### src/rtl/vpw_rx_pkg.sv
package vpw_rx_pkg;
  typedef enum logic [2:0] {
    SYM_NONE,
    SYM_BIT0,
    SYM_BIT1,
    SYM_SOF,
    SYM_EOD,
    SYM_EOF,
    SYM_BRK
  } sym_e;

  localparam int unsigned ST_MSG = 0;
  localparam int unsigned ST_OVR = 1;
  localparam int unsigned ST_BRK = 2;
endpackage

### src/rtl/vpw_rx_sync.sv
module vpw_rx_sync #(
  parameter int unsigned STAGES   = 2,
  parameter logic        IDLE_LVL = 1'b0
) (
  input  logic clk_i,
  input  logic rst_ni,
  input  logic rx_i,
  output logic lvl_o,
  output logic prev_o,
  output logic edge_o
);
  logic [STAGES-1:0] chain_q;
  logic              lvl_q;

  always_ff @(posedge clk_i or negedge rst_ni) begin
    if (!rst_ni) begin
      chain_q <= {STAGES{IDLE_LVL}};
      lvl_q   <= IDLE_LVL;
    end else begin
      chain_q <= {chain_q[STAGES-2:0], rx_i};
      lvl_q   <= chain_q[STAGES-1];
    end
  end

  assign lvl_o  = chain_q[STAGES-1];
  assign prev_o = lvl_q;
  assign edge_o = chain_q[STAGES-1] ^ lvl_q;
endmodule

### src/rtl/vpw_rx_timer.sv
module vpw_rx_timer
  import vpw_rx_pkg::*;
#(
  parameter int unsigned CNT_W   = 8,
  parameter int unsigned T_MIN   = 34,
  parameter int unsigned T_SHORT = 96,
  parameter int unsigned T_LONG  = 163,
  parameter int unsigned T_END   = 239,
  parameter logic        ACT_LVL = 1'b1
) (
  input  logic clk_i,
  input  logic rst_ni,
  input  logic tick_i,
  input  logic lvl_i,
  input  logic prev_i,
  input  logic edge_i,
  output sym_e sym_o
);
  localparam logic [CNT_W-1:0] CNT_MAX  = '1;
  localparam logic [CNT_W-1:0] TH_MIN   = CNT_W'(T_MIN);
  localparam logic [CNT_W-1:0] TH_SHORT = CNT_W'(T_SHORT);
  localparam logic [CNT_W-1:0] TH_LONG  = CNT_W'(T_LONG);
  localparam logic [CNT_W-1:0] TH_END   = CNT_W'(T_END);
  localparam logic [CNT_W-1:0] PRE_EOD  = CNT_W'(T_LONG - 1);
  localparam logic [CNT_W-1:0] PRE_END  = CNT_W'(T_END - 1);

  logic [CNT_W-1:0] cnt_q;
  logic             prev_act, now_act;

  assign prev_act = (prev_i == ACT_LVL);
  assign now_act  = (lvl_i == ACT_LVL);

  // width of the level now in progress, counted in ticks
  always_ff @(posedge clk_i or negedge rst_ni) begin
    if (!rst_ni)                        cnt_q <= '0;
    else if (edge_i)                    cnt_q <= {{(CNT_W-1){1'b0}}, tick_i};
    else if (tick_i && cnt_q != CNT_MAX) cnt_q <= cnt_q + 1'b1;
  end

  always_comb begin
    sym_o = SYM_NONE;
    if (edge_i) begin
      // classify the level that just ended
      if (cnt_q < TH_MIN)        sym_o = SYM_NONE;
      else if (cnt_q < TH_SHORT) sym_o = prev_act ? SYM_BIT1 : SYM_BIT0;
      else if (cnt_q < TH_LONG)  sym_o = prev_act ? SYM_BIT0 : SYM_BIT1;
      else if (cnt_q < TH_END)   sym_o = prev_act ? SYM_SOF : SYM_NONE;
      else                       sym_o = SYM_NONE;
    end else if (tick_i) begin
      // long levels are reported as the threshold is crossed
      if (cnt_q == PRE_EOD && !now_act) sym_o = SYM_EOD;
      else if (cnt_q == PRE_END)        sym_o = now_act ? SYM_BRK : SYM_EOF;
    end
  end
endmodule

### src/rtl/vpw_rx_frame.sv
module vpw_rx_frame
  import vpw_rx_pkg::*;
#(
  parameter int unsigned BYTE_W = 8
) (
  input  logic              clk_i,
  input  logic              rst_ni,
  input  sym_e              sym_i,
  output logic              push_o,
  output logic [BYTE_W-1:0] byte_o,
  output logic              msg_o,
  output logic              brk_o
);
  localparam int unsigned      BC_W = $clog2(BYTE_W);
  localparam logic [BC_W-1:0]  LAST = BC_W'(BYTE_W - 1);

  logic              in_frame_q;
  logic [BYTE_W-2:0] sh_q;
  logic [BC_W-1:0]   bcnt_q;
  logic              bit_val;

  assign bit_val = (sym_i == SYM_BIT1);

  always_ff @(posedge clk_i or negedge rst_ni) begin
    if (!rst_ni) begin
      in_frame_q <= 1'b0;
      sh_q       <= '0;
      bcnt_q     <= '0;
      push_o     <= 1'b0;
      byte_o     <= '0;
      msg_o      <= 1'b0;
      brk_o      <= 1'b0;
    end else begin
      push_o <= 1'b0;
      msg_o  <= 1'b0;
      brk_o  <= 1'b0;
      unique case (sym_i)
        SYM_SOF: begin
          in_frame_q <= 1'b1;
          bcnt_q     <= '0;
        end
        SYM_BIT0, SYM_BIT1: begin
          if (in_frame_q) begin
            if (bcnt_q == LAST) begin
              push_o <= 1'b1;
              byte_o <= {sh_q, bit_val};
              bcnt_q <= '0;
            end else begin
              sh_q   <= {sh_q[BYTE_W-3:0], bit_val};
              bcnt_q <= bcnt_q + 1'b1;
            end
          end
        end
        SYM_EOD: begin
          if (in_frame_q) msg_o <= 1'b1;
          in_frame_q <= 1'b0;
          bcnt_q     <= '0;
        end
        SYM_BRK: begin
          if (in_frame_q) brk_o <= 1'b1;
          in_frame_q <= 1'b0;
          bcnt_q     <= '0;
        end
        SYM_EOF: begin
          in_frame_q <= 1'b0;
          bcnt_q     <= '0;
        end
        default: ;
      endcase
    end
  end
endmodule

### src/rtl/vpw_rx_fifo.sv
module vpw_rx_fifo #(
  parameter int unsigned W     = 8,
  parameter int unsigned DEPTH = 2
) (
  input  logic         clk_i,
  input  logic         rst_ni,
  input  logic         push_i,
  input  logic [W-1:0] data_i,
  input  logic         pop_i,
  output logic [W-1:0] data_o,
  output logic         valid_o,
  output logic         ovr_o
);
  localparam int unsigned PTR_W = (DEPTH > 1) ? $clog2(DEPTH) : 1;
  localparam int unsigned CNT_W = $clog2(DEPTH + 1);
  localparam logic [PTR_W-1:0] PTR_LAST = PTR_W'(DEPTH - 1);
  localparam logic [CNT_W-1:0] CNT_FULL = CNT_W'(DEPTH);

  logic [W-1:0]     mem_q [DEPTH];
  logic [PTR_W-1:0] wr_q, rd_q;
  logic [CNT_W-1:0] cnt_q;
  logic             pop_ok, push_ok;

  assign valid_o = (cnt_q != '0);
  assign pop_ok  = pop_i && valid_o;
  assign push_ok = push_i && ((cnt_q != CNT_FULL) || pop_ok);
  assign ovr_o   = push_i && !push_ok;
  assign data_o  = mem_q[rd_q];

  always_ff @(posedge clk_i or negedge rst_ni) begin
    if (!rst_ni) begin
      wr_q  <= '0;
      rd_q  <= '0;
      cnt_q <= '0;
      for (int i = 0; i < DEPTH; i++) mem_q[i] <= '0;
    end else begin
      if (push_ok) begin
        mem_q[wr_q] <= data_i;
        wr_q        <= (wr_q == PTR_LAST) ? '0 : wr_q + 1'b1;
      end
      if (pop_ok) rd_q <= (rd_q == PTR_LAST) ? '0 : rd_q + 1'b1;
      if (push_ok && !pop_ok)      cnt_q <= cnt_q + 1'b1;
      else if (pop_ok && !push_ok) cnt_q <= cnt_q - 1'b1;
    end
  end
endmodule

### src/rtl/vpw_rx.sv
module vpw_rx
  import vpw_rx_pkg::*;
#(
  parameter int unsigned SYNC_STAGES = 2,
  parameter int unsigned CNT_W       = 8,
  parameter int unsigned T_MIN       = 34,
  parameter int unsigned T_SHORT     = 96,
  parameter int unsigned T_LONG      = 163,
  parameter int unsigned T_END       = 239,
  parameter int unsigned BUF_DEPTH   = 2
) (
  input  logic       clk_i,
  input  logic       rst_ni,
  input  logic       rx_i,
  input  logic       tick_i,
  input  logic       rd_i,
  input  logic [7:0] stat_clr_i,
  output logic [7:0] rd_data_o,
  output logic       rd_valid_o,
  output logic [7:0] status_o,
  output logic       irq_o
);
  logic       lvl, prev_lvl, lvl_edge;
  sym_e       sym;
  logic       byte_push, msg_evt, brk_evt, ovr_evt;
  logic [7:0] byte_val;
  logic [7:0] set_vec;
  logic [7:0] status_q;
  logic       irq_q;

  vpw_rx_sync #(.STAGES(SYNC_STAGES), .IDLE_LVL(1'b0)) i_sync (
    .clk_i, .rst_ni, .rx_i,
    .lvl_o(lvl), .prev_o(prev_lvl), .edge_o(lvl_edge)
  );

  vpw_rx_timer #(
    .CNT_W(CNT_W), .T_MIN(T_MIN), .T_SHORT(T_SHORT),
    .T_LONG(T_LONG), .T_END(T_END), .ACT_LVL(1'b1)
  ) i_timer (
    .clk_i, .rst_ni, .tick_i,
    .lvl_i(lvl), .prev_i(prev_lvl), .edge_i(lvl_edge), .sym_o(sym)
  );

  vpw_rx_frame #(.BYTE_W(8)) i_frame (
    .clk_i, .rst_ni, .sym_i(sym),
    .push_o(byte_push), .byte_o(byte_val), .msg_o(msg_evt), .brk_o(brk_evt)
  );

  vpw_rx_fifo #(.W(8), .DEPTH(BUF_DEPTH)) i_fifo (
    .clk_i, .rst_ni, .push_i(byte_push), .data_i(byte_val), .pop_i(rd_i),
    .data_o(rd_data_o), .valid_o(rd_valid_o), .ovr_o(ovr_evt)
  );

  always_comb begin
    set_vec         = '0;
    set_vec[ST_MSG] = msg_evt;
    set_vec[ST_OVR] = ovr_evt;
    set_vec[ST_BRK] = brk_evt;
  end

  // events win over a simultaneous clear
  always_ff @(posedge clk_i or negedge rst_ni) begin
    if (!rst_ni) begin
      status_q <= '0;
      irq_q    <= 1'b0;
    end else begin
      status_q <= (status_q & ~stat_clr_i) | set_vec;
      irq_q    <= ovr_evt;
    end
  end

  assign status_o = status_q;
  assign irq_o    = irq_q;
endmodule

### config.mk
export PLATFORM = sky130hd
export DESIGN_NAME = vpw_rx
export DESIGN_NICKNAME = d
export VERILOG_FILES = /design/src/rtl/vpw_rx_pkg.sv /design/src/rtl/vpw_rx_sync.sv /design/src/rtl/vpw_rx_timer.sv /design/src/rtl/vpw_rx_frame.sv /design/src/rtl/vpw_rx_fifo.sv /design/src/rtl/vpw_rx.sv
export SDC_FILE = /design/constraint.sdc
export NUM_CORES = 1
export LEC_CHECK = 0
export ABC_AREA = 1
export CORE_ASPECT_RATIO = 1.4
export CORE_MARGIN = 5
export CORE_UTILIZATION = 25
export CTS_BUF_LIST = sky130_fd_sc_hd__clkbuf_2
export CTS_CLUSTER_DIAMETER = 60
export DETAILED_ROUTE_END_ITERATION = 7
export PLACE_DENSITY_LB_ADDON = 0.15
export SYNTH_ARGS = -nofsm -noshare
export SYNTH_HDL_FRONTEND = slang
export SYNTH_HIERARCHICAL = 1
export SYNTH_SLANG_ARGS = --single-unit
### constraint.sdc
create_clock -name clk_i -period 1.9 [get_ports clk_i]
set_input_delay 0.38 -clock clk_i [delete_from_list [all_inputs] [get_ports clk_i]]
set_output_delay 0.38 -clock clk_i [all_outputs]
set_load 0.005 [all_outputs]
# After elaboration in Yosys (flattened, before gate mapping)
# Cells that the tools add are included.
# classes
bitwise_logic	7
muxes	34
n_reduce_logical	23
order_cmp	7
addsub	6
n_shift	0
n_div	0
eq_ne	12
mul	0
# ops
operator	n
$mux 8	6
$mux 3	10
$bwmux 16	1
$eq 8x8->1 const B	2
$lt 8x8->1 const B	2
$eq 3x3->1 const B	4
$mux 2	6
$reduce_bool 2->1	5
$add 8x1->8 const B	1
$and 8x8->8	1
$demux 8 s1	1
$logic_and 1x1->1	8
$lt 8x6->1 const B	1
$lt 8x7->1 const B	1
$mux 1	8
$ne 8x8->1 const B	1
$not 8->8	1
$or 8x3->8	1
$eq 3x2->1 const B	2
$pmux 3 s2	1
$reduce_and 3->1	2
$ge 2x2->1 const B	2
$not 1->2	2
$reduce_or 4->1	1
other kinds (16)	19
# totals
ramBits	0
input_bits	13
mem_count	0
mem_bits_ro	0
latch_bits	0
reg_bits	62
output_inout_bits	18

# Depth between registers and ports, before layout
# Gate-level depths: netlist of run 1.
# logic_depth
depth_word	10
ltp_mapped	16

# Cells and area by module
# The synthesis of run 1 kept the hierarchy.
# by_module_without_submodules
mod	cells_each	n_inst	seq_area_each_um2	area_each_um2
vpw_rx_fifo	125	1	500.5	1059.8
vpw_rx_frame	108	1	550.5	964.7
vpw_rx_timer	99	1	200.2	681.9
vpw_rx	31	1	225.2	320.3
vpw_rx_sync	8	1	75.1	93.8

# Worst setup path after synthesis of run 1
# No wires, ideal clock.
# synth_path
path_kind	reg-to-reg
from	reg i_timer.cnt_q[1]
to	reg i_frame.sh_q[3]
arrival_ps	1817
n_path_buf	1
stages_incl_launch_ff	17
period_less_slack_ps	1882
setup_ps	66
slack_ps	18
path_cell_list	dfrtp_1 ha_1 inv_1 nor2_2 nand2_1 nand2_1 nand2_1 nand3_1 nand2_1 nand2_1 nand2_1 inv_1 nand3_1 nand2_1 buf_4 nand3_1 nand2_1
# synth_via
elab_chain_len	9
elab_cells_between_ends	19
classes_between	4 x order compare; 4 x eq/ne; 8 x mux; 3 x reduce/logical
# synth_lines
element	line_no	rtl
from (decl)	vpw_rx_timer.sv:27	logic [CNT_W-1:0] cnt_q;
from (signal assigned)	vpw_rx_timer.sv:36	else if (edge_i) cnt_q <= {{(CNT_W-1){1'b0}}, tick_i};
from (signal assigned)	vpw_rx_timer.sv:37	else if (tick_i && cnt_q != CNT_MAX) cnt_q <= cnt_q + 1'b1;
$lt 8x8->1	vpw_rx_timer.sv:47	else if (cnt_q < TH_END) sym_o = prev_act ? SYM_SOF : SYM_NONE;
$mux 3	vpw_rx_timer.sv:47	
$mux 3	vpw_rx_timer.sv:46	else if (cnt_q < TH_LONG) sym_o = prev_act ? SYM_BIT0 : SYM_BIT1;
$mux 3	vpw_rx_timer.sv:45	else if (cnt_q < TH_SHORT) sym_o = prev_act ? SYM_BIT1 : SYM_BIT0;
$mux 3	vpw_rx_timer.sv:44	if (cnt_q < TH_MIN) sym_o = SYM_NONE;
$mux 3 (*)	vpw_rx_timer.sv:42	if (edge_i) begin
named net sym[1]	vpw_rx.sv:24	sym_e sym;
$eq 3x1->1 or $eq 3x2->1 (tied branches)	vpw_rx_frame.sv:37	unique case (sym_i)
$reduce_or 2->1 (*)	vpw_rx_frame.sv:37	
$reduce_and 3->1 (no line) (*)	-	
to (signal assigned)	vpw_rx_frame.sv:49	sh_q <= {sh_q[BYTE_W-3:0], bit_val};
to (decl)	vpw_rx_frame.sv:18	logic [BYTE_W-2:0] sh_q;
# Mark *: on every way through the listed nets, which the timed path passes. The rest lies on a longest branch.
# A chain may end at the register's enable or synchronous reset.

# Final worst setup path of run 1
# layout_path
from	reg i_sync.chain_q[1]
to	reg i_frame.sh_q[6]
# layout_via
elab_cells_between_ends	12
classes_between	2 x eq/ne; 5 x mux; 1 x bitwise; 4 x reduce/logical
# layout_rtl
element	line_no	rtl
from (decl)	vpw_rx_sync.sv:12	logic [STAGES-1:0] chain_q;
from (signal assigned)	vpw_rx_sync.sv:17	chain_q <= {STAGES{IDLE_LVL}};
from (signal assigned)	vpw_rx_sync.sv:20	chain_q <= {chain_q[STAGES-2:0], rx_i};
$xor 1x1->1 (*)	vpw_rx_sync.sv:27	assign edge_o = chain_q[STAGES-1] ^ lvl_q;
named net lvl_edge	vpw_rx.sv:23	logic lvl, prev_lvl, lvl_edge;
$mux 3 (*)	vpw_rx_timer.sv:42	
named net sym[2]	vpw_rx.sv:24	
$eq 3x1->1 or $eq 3x2->1 (tied branches)	vpw_rx_frame.sv:37	
$reduce_or 2->1 (*)	vpw_rx_frame.sv:37	
$reduce_and 3->1 (no line) (*)	-	
# Marks and branches as above.

==> results of run 1 <==
cells in the final DEF (no fill, tap or decap), drive strengths merged, types with 5 or more instances in the layout:
| cell type | Yosys | routed |
|---|---|---|
| nor3 | 6 | 6 |
| inv | 46 | 47 |
| ha | 5 | 5 |
| a21oi | 5 | 5 |
| nand4 | 24 | 24 |
| nor2 | 24 | 24 |
| nand3 | 34 | 35 |
| nand2 | 142 | 142 |
| o21ai | 5 | 5 |
| clkdlybuf4s50 | 0 | 19 |
| buf | 5 | 55 |
| clkbuf | 2 | 9 |
| dlymetal6s2s | 0 | 9 |
| dfrtp | 62 | 62 |
flip-flops by register name, indices dropped and copies added, names as in the netlist:
| name | cells |
|---|---|
| i_fifo/rd_q | 1 |
| i_fifo/cnt_q | 2 |
| i_frame/bcnt_q | 3 |
| i_frame/brk_o | 1 |
| i_frame/byte_o | 8 |
| i_sync/prev_o | 1 |
| irq_o | 1 |
| i_fifo/wr_q | 1 |
| status_o | 8 |
| i_frame/push_o | 1 |
| i_frame/in_frame_q | 1 |
| i_frame/sh_q | 7 |
| i_timer/cnt_q | 8 |
| i_frame/msg_o | 1 |
| i_fifo/mem_q | 16 |
| i_sync/chain_q | 2 |
path summary, 6_finish.rpt:
check | to | slack [ns] | cells past startpoint
worst max-delay path | i_frame/sh_q[6] | -0.04 | 14
max in group asynchronous | i_sync/chain_q[1] | 1.02 | 3
min in group clk_i | i_sync/chain_q[0] | 0.31 | 1
worst min-delay path | status_o[6] | 0.29 | 2
worst max register to register | i_frame/sh_q[6] | -0.04 | 14
worst min register to register | i_sync/chain_q[1] | 0.37 | 0
worst reg2reg max path: stages (launching register included):
cell and delay, ns:
dfrtp_1 0.44, inv_1 0.07, nand2_1 0.05, nand2_2 0.11
buf_4 0.13, nor2_1 0.04, nand4_1 0.13, o31ai_4 0.09
inv_2 0.15, nand2_2 0.09, nor2_4 0.15, buf_6 0.13
nand3_4 0.14, nand2_2 0.10, nand2_2 0.04
stage by stage:
step	std cells	power, mW	hold slack [ns]	area, µm²	TNS [ns]
after floorplan	371	1.42	0.0844	3120	0
after global placement	587	1.54	0.298	3870	-1.80
after detailed placement	587	1.54	0.293	3870	-2.83
after CTS	608	2.38	0.220	4110	-1.79
after global routing	616	2.46	0.206	4390	-3.57
final	616	2.32	0.295	4390	-0.397
repair_timing:
action,in CTS,in global routing
cloned,0,1
gates resized for setup,30,59
endpoints found under the setup margin,31,31
hold buffers,1,0
setup buffers,4,7
pin swaps,5,19
endpoints found under the hold margin,11,0
cells in the mapped netlist (2+ instances only):
| cell | n | area, µm² |
|---|---|---|
| nand3_1 | 30 | 150 |
| nand4_1 | 24 | 150 |
| a21oi_2 | 2 | 17.5 |
| a21oi_1 | 2 | 10.0 |
| buf_6 | 2 | 22.5 |
| ha_1 | 5 | 62.6 |
| nor2_1 | 13 | 48.8 |
| nand3_4 | 2 | 35.0 |
| clkbuf_8 | 2 | 27.5 |
| inv_1 | 41 | 154 |
| nand3_2 | 2 | 20.0 |
| nor2_4 | 2 | 22.5 |
| o21ai_1 | 3 | 15.0 |
| nor3_1 | 4 | 20.0 |
| nand2_1 | 138 | 518 |
| o31ai_1 | 2 | 15.0 |
| and3_1 | 2 | 12.5 |
| nand2_2 | 4 | 25.0 |
| nor2_2 | 9 | 56.3 |
| inv_2 | 4 | 15.0 |
| dfrtp_1 | 62 | 1550 |
| buf_4 | 2 | 15.0 |
per-layer routing:
layer	share of wire, %	global-route usage (%)	up-vias
met5	0	0	-
met4	1.9	4.84	0
met3	2.7	3.04	10
met2	57	18.6	27
met1	38	10.4	1226
li1	-	-	1372
logic make-up after synthesis:
group | synth area share [%]
compound gates | 3.05
xor+xnor | 0.561
fa+ha+maj | 2.00
buf+inv | 9.70
flops | 49.7
simple gates | 35.0
final cells by class:
cell class | count | area, µm²
clock buffers | 9 | 45.0
clock inverters | 7 | 65.1
fillers | 1274 | 7930
inverters | 49 | 223
multi-input cells | 254 | 1510
flip-flops and latches | 62 | 1550
well taps | 150 | 188
repair buffers | 85 | 802
power groups by stage:
stage	Clock, mW	Sequential, mW	Combinational, mW
2_1_floorplan	0	1.37	0.0525
3_3_place_gp	0	1.37	0.173
3_5_place_dp	0	1.37	0.172
4_1_cts	0.855	1.34	0.178
5_1_grt	0.907	1.35	0.206
6_report	0.793	1.34	0.182
==> qor.txt, run 1 <==
status: finished, violations left
failing checks: setup timing
Die Area: 14800 µm²
first-pass GRT wire length: 12200 µm
total number of vias: 2635
Die Wd: 104 µm
largest delay contributor family on the critical path: simple AND/OR/NAND/NOR gates
Synth Flop Type: dfrtp_1
period utilization: 102%
# rows: 48
Nets: 479
Clock Skew: 0.0165 ns
1st-iter DRT viols: 70
Flop pwr share: 57.9%
Peak VDD IR: 0.270 mV
Data arrival, critical path: 2.34 ns
leakage power: 2.33 nW
Antenna Nets Post-Route: 0
Root Buffer: clkbuf_2
cell internal pwr: 1.71 mW
Crit Path Category: reg2reg
post-detail-place hpwl: 5280 µm
Final Hold Fails: 0
Unique masters post-synth: 36
RSZ-0062 raised after global routing: yes
GP Congestion: 0.760
global route overflow: 0
largest net degree at the start of global routing: 52
NetSw: 0.609 mW
Avg Cell Area, Syn: 8.41 µm²
number of global-route vias before repair: 2674
Post-Route WL: 7270 µm
FF-to-FF Start: i_sync/chain_q[1]
slew of the pin with the lowest slew margin: 0.338 ns
Hold Path Class: in2async
critical path, cell by cell: inv_1 -> nand2_1 -> nand2_2 -> buf_4 -> nor2_1 -> nand4_1 -> o31ai_4 -> inv_2 -> nand2_2 -> nor2_4 -> buf_6 -> nand3_4 -> nand2_2 -> nand2_2
Seq/Total Area, Yosys: 49.7%
clock sink count: 62
pwr dens: 528 nW/µm²
Logic pwr share: 7.8%
share of cells above drive strength 1: 32.2%
Post-synth EDFFs: 0
highest-delay cell along the critical path: dfrtp_1
Final Util: 35.6%
min Tclk post-route: 1.94 ns
Cells after Synth: 371
Die Y: 142 µm
Core Area: 12300 µm²
Crit Path Max Fanout: 7
CTS tree: yes
final count of negative-setup-slack endpoints: 13
drt pass-1 iters: 4
most frequent CP cell: nand2_2
Setup WS post-layout: -0.0395 ns
CTS Buf Count: 9
CP Launch Type: flop
Initial Utilization: 25.3%
Highest Clock Rate: 0.516 GHz
CP Buf/Inv Count: 4
Synthesized Nets: 389
CTS H-tree depth: 3
input/output buffers: 30
area growth from synthesis to layout: 40.6%
antenna cells: 0
Max-cap violations: 0
clock power share: 34.2%
Synth Cell Area: 3120 µm²
Critical path origin: i_sync/chain_q[1]
Max Slew Vio Count: 0
initial antenna violation count: 0
worst slack at placement: -0.177 ns
clk_lat worst skew: 0.49 ns
Max Buffers Root-to-Sink: 2
Synthesis Warnings: 6
Avg Vias per Cell: 4.28
Clock Pin Slew Worst Setup and Hold Paths: 0.18 ns
# IOs: 31
max incr delay on CP: 0.44 ns
drt wl/cell: 11.8 µm
#FFs+latches synth: 62
Switching Fraction: 26.3%
drc violations: 0
Worst setup EP type: flop
Req. time, crit path: 2.30 ns
Worst slew margin: 77.4%
Post-synth ARST share: 100%
GR Util All Layers: 10.1%
Note: power is estimated with default switching activity, not from simulation.
==> inputs of run 2 (changes only) <==
Settings changed: CTS_CLUSTER_DIAMETER 60 to 40, SLEW_MARGIN from default to 15.
==> results of run 2 <==
The final DEF is identical to that of run 1; final timing and power are the same.
==> inputs of run 3 (changes only) <==
Settings changed: REMOVE_ABC_BUFFERS from default to 1.
==> qor.txt, run 3 (synthesis gave the netlist of run 1 again) <==
R2R depth: 13 (-1)
total number of vias: 2626 (-0.34%)
Hold Path Class: in2reg
first-pass GRT wire length: 12300 µm (+0.62%)
drt pass-1 iters: 4 (unchanged)
global route overflow: 0 (unchanged)
Req. time, crit path: 2.27 ns (-0.03 ns)
Layout fillers: 1321 (+3.7%)
Highest Clock Rate: 0.538 GHz (+4.3%)
Initial Utilization: 25.3% (unchanged)
RSZ-0062 raised after global routing: yes
Final Hold Fails: 0 (unchanged)
clk_lat worst skew: 0.48 ns (about the same)
status: finished clean
Hold EP: i_sync/chain_q[0]
leakage power: 2.15 nW (-7.8%)
pwr dens: 555 nW/µm² (+5.0%)
# rows: 48 (unchanged)
Die Area: 14800 µm² (unchanged)
Crit Path Max Fanout: 5 (-2)
number of global-route vias before repair: 2710 (+1.3%)
min Tclk post-route: 1.86 ns (-0.0808 ns)
post-detail-place hpwl: 5230 µm (-0.82%)
Worst setup EP type: flop
share of cells above drive strength 1: 30.1% (-2.1 points)
Clock Skew: 0.0287 ns (+0.0121 ns)
drt wl/cell: 11.5 µm (-2.2%)
Max Slew Vio Count: 0 (unchanged)
Die Y: 142 µm (unchanged)
CTS Buf Count: 9 (unchanged)
CTS tree: yes
Antenna Nets Post-Route: 0 (unchanged)
GR Util All Layers: 10.1% (+0.031 points)
most common cell after layout, fill and taps aside: nand2_1
max FFs per register: 16 (unchanged)
largest net degree at the start of global routing: 27 (-48%)
Root Buffer: clkbuf_2
CTS H-tree depth: 3 (unchanged)
Max Buffers Root-to-Sink: 2 (unchanged)
1st-iter DRT viols: 92 (+31%)
# IOs: 31 (unchanged)
commonest cells after routing, fill and taps aside: nand2_1 (118), dfrtp_1 (61), buf_4 (39)
Max-cap violations: 0 (unchanged)
final total power: 2.31 mW (-0.45%)
multi-input logic area: 1400 µm² (-7.2%)
initial antenna violation count: 1 (+1)
input/output buffers: 30 (unchanged)
HP Start: rx_i
final count of negative-setup-slack endpoints: 0 (-13)
GP Congestion: 0.736 (-3.2%)
Core Area: 12300 µm² (unchanged)
register area: 1550 µm² (about the same)
Die Wd: 104 µm (unchanged)
Nets: 472 (-1.5%)
Post-Route WL: 7040 µm (-3.2%)
worst reg-to-reg setup slack: 0.04 ns (+0.08 ns)
area growth from synthesis to layout: 33.2%
FF-to-FF Start: i_timer/cnt_q[4]
drc violations: 0 (unchanged)
period utilization: 97.8% (-4.3 points)
Data arrival, critical path: 2.23 ns (-0.11 ns)
clock sink count: 62 (unchanged)
Hold Path Cell Cnt: 1
Clock Pin Slew Worst Setup and Hold Paths: 0.18 ns (about the same)
most flop-heavy register: i_fifo/mem_q
CP Launch Type: flop
setup tns final: 0 ns (+0.397 ns)
Worst slew margin: 65.3% (-12 points)
RR Endpoint: i_frame/bcnt_q[1]
Peak VDD IR: 0.276 mV (+2.2%)
Avg Vias per Cell: 4.30 (+0.64%)
slew of the pin with the lowest slew margin: 0.521 ns (+0.183 ns)
Crit Path Category: reg2reg
[run 3: routing by layer]
metal / track usage, % / part of all wire, % / vias up
li1: - / - / 1362
met1: 10.6 / 40 / 1221
met2: 18.6 / 54 / 32
met3: 3.00 / 3.4 / 11
met4: 4.64 / 2.2 / 0
met5: 0 / 0 / -
[run 3: through the flow]
step | hold slack, ns | setup WS, ns | util (%) | cell area, µm² | std cells
3_3_place_gp | 0.337 | -0.0820 | 31.3 | 3850 | 583
5_1_grt | 0.235 | -0.166 | 33.8 | 4160 | 610
6_report | 0.323 | 0.0412 | 33.8 | 4160 | 610
2_1_floorplan | 0.0844 | 0.000633 | - | 3040 | 364
3_5_place_dp | 0.340 | -0.118 | 31.3 | 3850 | 583
4_1_cts | 0.219 | -0.0495 | 33.0 | 4060 | 609
[run 3: cell type report]
class                           instances  area share [%]
Multi-Input combinational cell        253            33.7
Sequential cell                        62            37.3
Timing Repair Buffer                   78            16.3
Antenna cell                            1          0.0602
Timing Repair inverter                  1           0.150
Clock inverter                          5            1.20
Inverter                               49            5.36
Tap cell                              150            4.51
Clock buffer                           11            1.32
[run 3: power by group]
group | switching, mW | internal (mW) | total, mW
logic | 0.0944 | 0.0788 | 0.173
clock network | 0.487 | 0.305 | 0.792
registers | 0.00868 | 1.33 | 1.34
total | 0.590 | 1.72 | 2.31
[run 3: worst max path at each step]
stage                startpoint  slack, ns  cells past startpoint                end
6_report       i_timer/cnt_q[4]       0.04                     13  i_frame/bcnt_q[1]
2_1_floorplan  i_timer/cnt_q[1]     0.0006                     15  i_frame/byte_o[1]
3_5_place_dp             tick_i      -0.12                      6      i_frame/brk_o
3_3_place_gp   i_timer/cnt_q[4]      -0.08                     15    i_frame/sh_q[6]
4_1_cts             i_fifo/rd_q      -0.05                      5       rd_data_o[3]
5_1_grt        i_timer/cnt_q[1]      -0.17                     15    i_frame/sh_q[2]
[run 3: critical path, cell delays in order, from the launching register on]
cell,delay [ns]
dfrtp_1,0.43
inv_2,0.07
nand2_2,0.08
nor2_2,0.11
buf_4,0.12
and3_1,0.15
nand4_1,0.13
nand2_4,0.14
inv_2,0.05
buf_4,0.14
nand2_2,0.08
nand3_2,0.10
nand3_1,0.09
nand2_1,0.05
[run 3: timing repair]
item / 4_1_cts / 5_1_grt
buffers inserted: 8 / 0
setup endpoints to repair: 29 / 30
hold buffers: 1 / 0
gates resized for setup: 45 / 37
gates cloned: 1 / 0
endpoints found under the hold margin: 17 / 0
pin swaps: 5 / 10
